[src/rtl/i2cs_pkg.sv]
package i2cs_pkg;

  localparam int BYTE_BITS = 8;

  typedef enum logic [2:0] {
    S_FREE,
    S_ADDR,
    S_ADDR_ACK,
    S_RX,
    S_RX_ACK,
    S_TX_WAIT,
    S_TX,
    S_TX_ACK
  } slv_state_e;

  localparam logic [7:0] CODE_NONE        = 8'hF8;
  localparam logic [7:0] CODE_SR_ADDR     = 8'h60;
  localparam logic [7:0] CODE_SR_ADDR_ARB = 8'h68;
  localparam logic [7:0] CODE_SR_ACK      = 8'h80;
  localparam logic [7:0] CODE_SR_NACK     = 8'h88;
  localparam logic [7:0] CODE_SR_END      = 8'hA0;
  localparam logic [7:0] CODE_ST_ADDR     = 8'hA8;
  localparam logic [7:0] CODE_ST_ADDR_ARB = 8'hB0;
  localparam logic [7:0] CODE_ST_ACK      = 8'hB8;
  localparam logic [7:0] CODE_ST_NACK     = 8'hC0;
  localparam logic [7:0] CODE_ST_LAST     = 8'hC8;

  function automatic logic [7:0] addr_code(input logic rd, input logic arb);
    if (rd) return arb ? CODE_ST_ADDR_ARB : CODE_ST_ADDR;
    return arb ? CODE_SR_ADDR_ARB : CODE_SR_ADDR;
  endfunction

endpackage

[src/rtl/i2cs_line_sync.sv]
module i2cs_line_sync #(
  parameter int STAGES = 2
) (
  input  logic clk,
  input  logic rst_n,
  input  logic scl_i,
  input  logic sda_i,
  output logic scl_s,
  output logic sda_s,
  output logic scl_rise,
  output logic scl_fall,
  output logic start_det,
  output logic stop_det
);

  localparam int PIPE_W = STAGES + 1;

  logic [PIPE_W-1:0] scl_pipe;
  logic [PIPE_W-1:0] sda_pipe;
  logic scl_prev, sda_prev;

  always_ff @(posedge clk or negedge rst_n) begin
    if (!rst_n) begin
      scl_pipe <= '1;
      sda_pipe <= '1;
    end else begin
      scl_pipe <= {scl_pipe[PIPE_W-2:0], scl_i};
      sda_pipe <= {sda_pipe[PIPE_W-2:0], sda_i};
    end
  end

  assign scl_s    = scl_pipe[STAGES-1];
  assign sda_s    = sda_pipe[STAGES-1];
  assign scl_prev = scl_pipe[STAGES];
  assign sda_prev = sda_pipe[STAGES];

  assign scl_rise  = scl_s & ~scl_prev;
  assign scl_fall  = ~scl_s & scl_prev;
  assign start_det = scl_s & scl_prev & sda_prev & ~sda_s;
  assign stop_det  = scl_s & scl_prev & ~sda_prev & sda_s;

endmodule

[src/rtl/i2cs_stretch.sv]
module i2cs_stretch (
  input  logic clk,
  input  logic rst_n,
  input  logic evt_pending,
  input  logic scl_s,
  output logic scl_pull
);

  // Engage only once SCL is seen low, then hold until the event is taken.
  always_ff @(posedge clk or negedge rst_n) begin
    if (!rst_n) scl_pull <= 1'b0;
    else        scl_pull <= evt_pending & (~scl_s | scl_pull);
  end

endmodule

[src/rtl/i2cs_engine.sv]
module i2cs_engine
  import i2cs_pkg::*;
(
  input  logic                 clk,
  input  logic                 rst_n,
  input  logic                 sda_s,
  input  logic                 scl_rise,
  input  logic                 scl_fall,
  input  logic                 start_det,
  input  logic                 stop_det,
  input  logic [BYTE_BITS-1:0] own_addr,
  input  logic                 ack_enable,
  input  logic                 arb_lost,
  input  logic                 evt_ready,
  input  logic [BYTE_BITS-1:0] tx_byte,
  output logic                 evt_valid,
  output logic [7:0]           evt_code,
  output logic [BYTE_BITS-1:0] rx_byte,
  output logic                 sda_pull
);

  localparam int CNT_W = $clog2(BYTE_BITS + 2);
  localparam logic [CNT_W-1:0] LAST_BIT = CNT_W'(BYTE_BITS);
  localparam logic [CNT_W-1:0] ACK_BIT  = CNT_W'(BYTE_BITS + 1);
  localparam logic [BYTE_BITS-1:0] ADDR_MASK = {{(BYTE_BITS-1){1'b1}}, 1'b0};

  slv_state_e           state;
  logic [CNT_W-1:0]     cnt;
  logic [BYTE_BITS-1:0] shreg;
  logic                 rd_q, ack_q, last_q, arb_q;
  logic                 valid_q, sda_q;
  logic [7:0]           code_q;
  logic [BYTE_BITS-1:0] rx_q;
  logic                 in_rx, addr_hit, take;

  assign in_rx    = (state == S_RX) || (state == S_RX_ACK);
  assign addr_hit = (((shreg ^ own_addr) & ADDR_MASK) == '0) && ack_enable;
  assign take     = valid_q && evt_ready;

  always_ff @(posedge clk or negedge rst_n) begin
    if (!rst_n) begin
      state   <= S_FREE;
      cnt     <= '0;
      shreg   <= '0;
      rd_q    <= 1'b0;
      ack_q   <= 1'b0;
      last_q  <= 1'b0;
      arb_q   <= 1'b0;
      valid_q <= 1'b0;
      code_q  <= CODE_NONE;
      rx_q    <= '0;
      sda_q   <= 1'b0;
    end else begin
      if (arb_lost) arb_q <= 1'b1;
      if (take) begin
        valid_q <= 1'b0;
        code_q  <= CODE_NONE;
      end
      if (stop_det) begin
        if (in_rx) begin
          valid_q <= 1'b1;
          code_q  <= CODE_SR_END;
        end
        state <= S_FREE;
        sda_q <= 1'b0;
        arb_q <= 1'b0;
        cnt   <= '0;
      end else if (start_det) begin
        if (in_rx) begin
          valid_q <= 1'b1;
          code_q  <= CODE_SR_END;
        end
        state <= S_ADDR;
        sda_q <= 1'b0;
        cnt   <= '0;
      end else begin
        case (state)
          S_ADDR: begin
            if (scl_rise) begin
              shreg <= {shreg[BYTE_BITS-2:0], sda_s};
              cnt   <= cnt + 1'b1;
            end else if (scl_fall && cnt == LAST_BIT) begin
              if (addr_hit) begin
                sda_q <= 1'b1;
                rd_q  <= shreg[0];
                state <= S_ADDR_ACK;
              end else begin
                arb_q <= 1'b0;
                state <= S_FREE;
              end
            end
          end
          S_ADDR_ACK: begin
            if (scl_fall) begin
              sda_q   <= 1'b0;
              rx_q    <= shreg;
              valid_q <= 1'b1;
              code_q  <= addr_code(rd_q, arb_q);
              arb_q   <= 1'b0;
              cnt     <= '0;
              state   <= rd_q ? S_TX_WAIT : S_RX;
            end
          end
          S_RX: begin
            if (scl_rise) begin
              shreg <= {shreg[BYTE_BITS-2:0], sda_s};
              cnt   <= cnt + 1'b1;
            end else if (scl_fall && cnt == LAST_BIT) begin
              ack_q <= ack_enable;
              sda_q <= ack_enable;
              state <= S_RX_ACK;
            end
          end
          S_RX_ACK: begin
            if (scl_fall) begin
              sda_q   <= 1'b0;
              rx_q    <= shreg;
              valid_q <= 1'b1;
              code_q  <= ack_q ? CODE_SR_ACK : CODE_SR_NACK;
              cnt     <= '0;
              state   <= ack_q ? S_RX : S_FREE;
            end
          end
          S_TX_WAIT: begin
            if (take) begin
              shreg  <= tx_byte;
              sda_q  <= ~tx_byte[BYTE_BITS-1];
              last_q <= ~ack_enable;
              cnt    <= '0;
              state  <= S_TX;
            end
          end
          S_TX: begin
            if (scl_rise) begin
              cnt <= cnt + 1'b1;
            end else if (scl_fall && cnt == LAST_BIT) begin
              sda_q <= 1'b0;
              state <= S_TX_ACK;
            end else if (scl_fall && cnt != '0) begin
              sda_q <= ~shreg[BYTE_BITS-2];
              shreg <= {shreg[BYTE_BITS-2:0], 1'b0};
            end
          end
          S_TX_ACK: begin
            if (scl_rise) begin
              ack_q <= ~sda_s;
              cnt   <= cnt + 1'b1;
            end else if (scl_fall && cnt == ACK_BIT) begin
              valid_q <= 1'b1;
              code_q  <= !ack_q ? CODE_ST_NACK : (last_q ? CODE_ST_LAST : CODE_ST_ACK);
              cnt     <= '0;
              state   <= (ack_q && !last_q) ? S_TX_WAIT : S_FREE;
            end
          end
          default: ;
        endcase
      end
    end
  end

  assign evt_valid = valid_q;
  assign evt_code  = code_q;
  assign rx_byte   = rx_q;
  assign sda_pull  = sda_q;

endmodule

[src/rtl/i2cs_responder.sv]
module i2cs_responder #(
  parameter int SYNC_STAGES = 2
) (
  input  logic       clk,
  input  logic       rst_n,
  input  logic       i2c_scl_i,
  input  logic       i2c_sda_i,
  output logic       i2c_scl_pull,
  output logic       i2c_sda_pull,
  input  logic [7:0] own_addr,
  input  logic       ack_enable,
  input  logic       arb_lost,
  output logic       evt_valid,
  input  logic       evt_ready,
  output logic [7:0] evt_code,
  output logic [7:0] rx_byte,
  input  logic [7:0] tx_byte
);

  logic scl_s, sda_s, scl_rise, scl_fall, start_det, stop_det;

  i2cs_line_sync #(.STAGES(SYNC_STAGES)) u_sync (
    .clk       (clk),
    .rst_n     (rst_n),
    .scl_i     (i2c_scl_i),
    .sda_i     (i2c_sda_i),
    .scl_s     (scl_s),
    .sda_s     (sda_s),
    .scl_rise  (scl_rise),
    .scl_fall  (scl_fall),
    .start_det (start_det),
    .stop_det  (stop_det)
  );

  i2cs_engine u_engine (
    .clk        (clk),
    .rst_n      (rst_n),
    .sda_s      (sda_s),
    .scl_rise   (scl_rise),
    .scl_fall   (scl_fall),
    .start_det  (start_det),
    .stop_det   (stop_det),
    .own_addr   (own_addr),
    .ack_enable (ack_enable),
    .arb_lost   (arb_lost),
    .evt_ready  (evt_ready),
    .tx_byte    (tx_byte),
    .evt_valid  (evt_valid),
    .evt_code   (evt_code),
    .rx_byte    (rx_byte),
    .sda_pull   (i2c_sda_pull)
  );

  i2cs_stretch u_stretch (
    .clk         (clk),
    .rst_n       (rst_n),
    .evt_pending (evt_valid),
    .scl_s       (scl_s),
    .scl_pull    (i2c_scl_pull)
  );

endmodule

[config.mk]
export PLATFORM = sky130hd
export DESIGN_NAME = i2cs_responder
export DESIGN_NICKNAME = d
export VERILOG_FILES = /design/src/rtl/i2cs_pkg.sv /design/src/rtl/i2cs_line_sync.sv /design/src/rtl/i2cs_stretch.sv /design/src/rtl/i2cs_engine.sv /design/src/rtl/i2cs_responder.sv
export SDC_FILE = /design/constraint.sdc
export NUM_CORES = 1
export LEC_CHECK = 0
export BUFFER_PORTS_ARGS = -buffer_cell sky130_fd_sc_hd__buf_2
export CAP_MARGIN = 20
export CORE_MARGIN = 8
export CORE_UTILIZATION = 40
export CTS_BUF_LIST = sky130_fd_sc_hd__clkbuf_4 sky130_fd_sc_hd__clkbuf_8
export CTS_CLUSTER_SIZE = 8
export DETAILED_ROUTE_END_ITERATION = 12
export PLACE_DENSITY = 0.58
export RECOVER_POWER = 50
export SYNTH_ARGS = -nofsm -noshare
export SYNTH_HDL_FRONTEND = slang
export SYNTH_SLANG_ARGS = --single-unit
[constraint.sdc]
create_clock -name clk -period 4.2 [get_ports clk]
set_input_delay 0.21 -clock clk [delete_from_list [all_inputs] [get_ports clk]]
set_output_delay 0.21 -clock clk [all_outputs]
set_load 0.1 [all_outputs]
==> impl_metrics.toml, run 1 <==
[timing]
hold_viol_final = 0
post-route-period-util = 0.581
report.final.slew_viol_count = 0
max-slew-margin-rel = 0.0147
grt_setup_unrepaired = "false"
finalSetupViolCount = 0
finalSetupTns_ps = 0
skew_ps = 6.05
achievable-frequency_mhz = 410
worstMarginPinSlew_ps = 1480
finalCriticalPeriod_ps = 2440

[synth]
count_of_mapped_cells_out_of_synthesis = 287
synth_sequential_area_ratio = 0.405
number_of_enable_flip_flop_cells_after_synthesis = 0
asyncSetResetFlopFracSynth = 1.00
yosys.cell_types.count = 59
syn_area_per_cell_sq_um = 9.59
postSynthRegisterBits = 44
synth_ff_type = "dfrtp_1"
synth_fp_nets = 314
synth_area_sq_um = 2750
number_of_warning_messages_in_the_yosys_log = 0

[route]
wl_per_cell_um = 17.7
route.final.wire_length_mm = 7.15
route.antenna.remaining_nets = 0
via_count = 2315
drcViolationCount = 0
firstDrtPassIters = 4
vias_per_cell = 5.72
starting_drc_count_in_detailed_routing = 127

[grt]
grt.total_usage = 0.150
antenna_found_initial = 0
first_global_vias = 2405
gr-total-overflow = 0
wire_length_of_the_first_global_routing_pass_mm = 11.9
grt_max_degree = 45

[worst_setup_path]
crit_family = "buffers and inverters"
arrival_time_of_data_at_the_critical_path_endpoint_ps = 2590
critPathLaunchType = "input port"
crit_path_end_kind = "asynchronous set/reset pin"
most_used_cell_along_the_critical_path = "clkbuf_1"
critPathSlowestCell = "clkbuf_1"
worstPathCellList = "dlygate4sd3_1 > clkbuf_1 > clkbuf_1"
cp_num_cells = 3
regToRegSetupSlack_ps = 1780
crit_fanout = 27
worst_ep_required_time_ps = 4360
slowest_delay_ps = 1140
worstRegToRegCells = 5
cp_num_buf_inv = 3
timing_worst_setup_path_type = "in -> async"

[cts]
clk_root_buffer_cell = "clkbuf_8"
cts_resized = 0
numCtsBuffers = 5
ctsHtreeMaxLevel = 2
tritoncts = "built"
clock_latency_ps = 300
clk_pin_slew_worst_paths_ps = 90
tritoncts_num_sinks = 44
max-clock-path-buffers = 2

[hold_path]
min_path_cells = 2
hold_path.class = "in -> reg"

[placed_design]
dpl_cell_area_sq_um = 2960
buffer_ports.inserted = 40
detailedPlacementHpwl_mm = 5.02
finalWeightedCongestion = 0.901

[die]
initial_utilization = 0.410
die_h_um = 99.0
area_of_the_placeable_core_sq_um = 6720
die_x_um = 99.0
die_area_sq_um = 9790
num_io_pins = 42
num_rows = 30

[final_layout]
mostFrequentLayoutCells = "37 x buf_2, 33 x dfrtp_1, 24 x nor2_1, 24 x a21oi_1, 20 x o21ai_0"
final_cell_area_sq_um = 3090
seq_area_sq_um = 1110
final_common_cell = "buf_2"
antenna_cells_inserted = 0
nets = 351
syn2layout_area_growth_pct = 12.2
post_route_cells_drive_above_1_share = 0.265
area_of_the_multi_input_gates_sq_um = 1510
fillerInstances = 653

[outcome]
run_status = "finished, final reports clean"

[job]
drv_cap = 0

[pwr]
ir_drop_uv = 417
power.density_nw_per_um2 = 807
leakage_uw = 0.00131
[worst register-to-register path: cells and delay by family, from the launching register on]
| family | cells | cell delay, ps |
|---|---|---|
| compound gates | 4 | 840 |
| flops | 1 | 760 |
| simple gates | 1 | 740 |
[cell type report]
cell class                 instances  share of cell area
sequential                        44               0.361
tap                               80              0.0324
multi-input combinational        218               0.489
clock buffer                       6              0.0247
inverter                          10              0.0122
timing repair buffer              45              0.0770
clock inverter                     2             0.00405
[synth_stat cells (all sizes together), types with 6 or more instances]
cell type  number  area, sq um
dfstp          11          289
buf            11         76.3
inv            10         37.5
a21oi          27          154
a31oi           7         43.8
o21ai          21          109
nand2b          6         45.0
xnor2           8         70.1
dfrtp          33          826
mux2i          10          100
mux2           12          135
nand3          11         67.6
nor2           24         90.1
and2            6         37.5
nand2          19         73.8
[power by group]
group / switching, uW / leakage [uW] / internal [uW] / total (uW)
logic: 1010 / 0.000757 / 431 / 1440
clock network: 153 / 0.0000446 / 123 / 276
registers: 199 / 0.000511 / 582 / 781
total: 1360 / 0.00131 / 1140 / 2490
[flip-flops by register name, indices dropped and copies added, names as in the netlist]
| name | count |
|---|---|
| u_sync.scl_pipe | 3 |
| u_engine.last_q | 1 |
| u_engine.evt_valid | 1 |
| u_stretch.scl_pull | 1 |
| u_engine.arb_q | 1 |
| u_engine.cnt | 4 |
| u_engine.sda_pull | 1 |
| u_engine.rd_q | 1 |
| u_engine.state | 3 |
| u_engine.evt_code | 8 |
| u_engine.ack_q | 1 |
| u_engine.rx_byte | 8 |
| u_sync.sda_pipe | 3 |
| u_engine.shreg | 8 |
[what timing repair did]
action                                 in CTS  in global routing
endpoints found under the hold margin       2                 11
hold buffers                                2                  1
setup buffers                               0                  0
[kinds of logic (layout without fill, tap and decap cells)]
group / Yosys count / after routing / synth area share
AND/OR/NAND/NOR: 93 / 93 / 0.186
adder cells (fa/ha/maj): 4 / 4 / 0.0182
AO/OA/AOI/OAI: 90 / 90 / 0.230
multiplexers: 22 / 22 / 0.0855
XOR/XNOR: 9 / 9 / 0.0286
flip-flops: 44 / 44 / 0.405
buffers and inverters: 25 / 63 / 0.0468
[metrics by stage]
stage	worst slack, ps	cells	utilization	power [uW]	hold WS, ps
6_report	1760	405	0.460	2490	185
5_1_grt	1190	405	0.460	2650	179
4_1_cts	1860	402	0.457	2500	98.6
3_5_place_dp	1880	392	0.441	2210	316
3_3_place_gp	1850	392	0.441	2210	317
2_1_floorplan	2130	287	-	1960	-85.6
[path summary, 6_finish.rpt]
check,to,start
worst min-delay path,u_engine.last_q$_DFFE_PN0P_,ack_enable
worst min register to register,u_sync.scl_pipe[1]$_DFF_PN1_,u_sync.scl_pipe[0]$_DFF_PN1_
worst max-delay path,u_engine.state[0]$_DFFE_PN0P_,rst_n
max in group clk,u_engine.evt_code[3]$_DFF_PN1_,u_engine.state[1]$_DFFE_PN0P_
worst max register to register,u_engine.evt_code[3]$_DFF_PN1_,u_engine.state[1]$_DFFE_PN0P_
min in group asynchronous,u_engine.evt_valid$_DFF_PN0_,rst_n
[routing by layer]
metal / up-vias / track usage / routed length, um
li1: 1132 / - / -
met1: 1095 / 0.194 / 3520
met2: 80 / 0.236 / 3170
met3: 8 / 0.0303 / 369
met4: 0 / 0.0602 / 86
met5: - / 0 / 0
(Power assumes the default switching activity.)
==> run 2, diff against run 1 <==
Settings changed: PLACE_DENSITY 0.58 to 0.6.
Clock period 4.2 ns to 2.2 ns, I/O delays scaled along.
==> impl_metrics.toml, run 2 (synthesized netlist as in run 1, its figures left out) <==
[job]
drv_cap = 0

[final_layout]
post_route_cells_drive_above_1_share = 0.293
fillerInstances = 656
mostFrequentLayoutCells = "37 x buf_2, 33 x dfrtp_1, 24 x nor2_1, 24 x a21oi_1, 19 x o21ai_0"
antenna_cells_inserted = 0
nets = 361
final_common_cell = "buf_2"
final_core_utilization = 0.480
syn2layout_area_growth_pct = 17.0
final_cell_area_sq_um = 3220

[timing]
finalSetupViolCount = 0
finalCriticalPeriod_ps = 2060
setup_slack_ps = 144
max-slew-margin-rel = 0.226
worstMarginPinSlew_ps = 1170
finalSetupTns_ps = 0
hold_viol_final = 0
report.final.slew_viol_count = 0
grt_setup_unrepaired = "false"
achievable-frequency_mhz = 486
skew_ps = 8.07
post-route-period-util = 0.934

[placed_design]
detailedPlacementHpwl_mm = 5.37
buffer_ports.inserted = 40
finalWeightedCongestion = 0.868
post-place-ws_ps = 180
dpl_cell_area_sq_um = 3080

[worst_setup_path]
crit_fanout = 6
worst_ep_required_time_ps = 2410
crit_path_end_kind = "register"
timing_worst_setup_path_type = "reg -> reg"
arrival_time_of_data_at_the_critical_path_endpoint_ps = 2270
critPathLaunchType = "register"

[pwr]
leakage_uw = 0.00138
ir_drop_uv = 814
power.density_nw_per_um2 = 1550

[route]
route.antenna.remaining_nets = 0
via_count = 2349
wl_per_cell_um = 17.4
starting_drc_count_in_detailed_routing = 177
drcViolationCount = 0
route.final.wire_length_mm = 7.23
firstDrtPassIters = 4
vias_per_cell = 5.66

[cts]
numCtsBuffers = 5
cts_setup_buffers = 0
ctsHtreeMaxLevel = 2
tritoncts = "built"
clk_root_buffer_cell = "clkbuf_8"
clock_latency_ps = 300
max-clock-path-buffers = 2
tritoncts_num_sinks = 44
clk_pin_slew_worst_paths_ps = 90

[die]
initial_utilization = 0.410
die_h_um = 99.0
num_io_pins = 42
die_x_um = 99.0
die_area_sq_um = 9790
num_rows = 30
area_of_the_placeable_core_sq_um = 6720

[grt]
grt.total_usage = 0.155
grt_max_degree = 31
wire_length_of_the_first_global_routing_pass_mm = 12.2
antenna_found_initial = 0
gr-total-overflow = 0
first_global_vias = 2387

[outcome]
run_status = "finished, final reports clean"

[hold_path]
hold_path.class = "in -> reg"
## run 2: path summary, 6_finish.rpt
kind | startpoint | end | slack (ps) | cells after the start
worst min register to register | u_sync.scl_pipe[0]$_DFF_PN1_ | u_sync.scl_pipe[1]$_DFF_PN1_ | 370 | 0
worst max-delay path | u_engine.cnt[0]$_DFFE_PN0P_ | u_engine.state[2]$_DFFE_PN0P_ | 140 | 7
min in group asynchronous | rst_n | u_engine.evt_code[1]$_DFF_PN0_ | 410 | 2
worst max register to register | u_engine.cnt[0]$_DFFE_PN0P_ | u_engine.state[2]$_DFFE_PN0P_ | 140 | 7
worst min-delay path | ack_enable | u_engine.last_q$_DFFE_PN0P_ | 60 | 2
max in group asynchronous | rst_n | u_engine.sda_pull$_DFFE_PN0P_ | 590 | 3
## run 2: through the flow
step	total power (uW)	hold WS [ps]	std cells
after floorplan	3740	-186	287
after global placement	4340	40.5	404
after detailed placement	4360	42.6	404
after CTS	5040	44.9	415
after global routing	5330	59.9	415
final	5000	58.1	415
## run 2: timing repair
| action | 4_1_cts | 5_1_grt |
|---|---|---|
| hold buffers | 3 | 0 |
| gates resized for setup | 0 | 2 |
| hold endpoints to repair | 15 | 0 |
| endpoints found under the setup margin | 0 | 2 |
## run 2: where the power goes
group | switching (uW) | internal, uW
sequential | 309 | 1110
combinational | 2010 | 925
clock | 305 | 342
total | 2620 | 2380
## run 2: area by class of cell
cell class	count	area [sq um]	area share
clock buffer	5	68.8	0.0214
multi-input combinational	218	1520	0.470
inverter	10	37.5	0.0117
tap	80	100	0.0311
clock inverter	3	46.3	0.0144
sequential	44	1110	0.346
timing repair buffer	55	339	0.105
## run 2: metal layers
| layer | global-route usage | part of all wire | vias up |
|---|---|---|---|
| met3 | 0.0331 | 0.064 | 11 |
| li1 | - | - | 1150 |
| met2 | 0.241 | 0.45 | 82 |
| met1 | 0.206 | 0.47 | 1106 |
| met5 | 0 | 0 | - |
| met4 | 0.0590 | 0.020 | 0 |
## run 2: worst max-delay path, cell delays in order (launching register included)
cell	delay (ps)
dfrtp_1	420
inv_1	100
ha_1	180
nor2b_1	330
nand3_4	170
a32oi_4	360
o21ai_2	120
o32ai_2	270
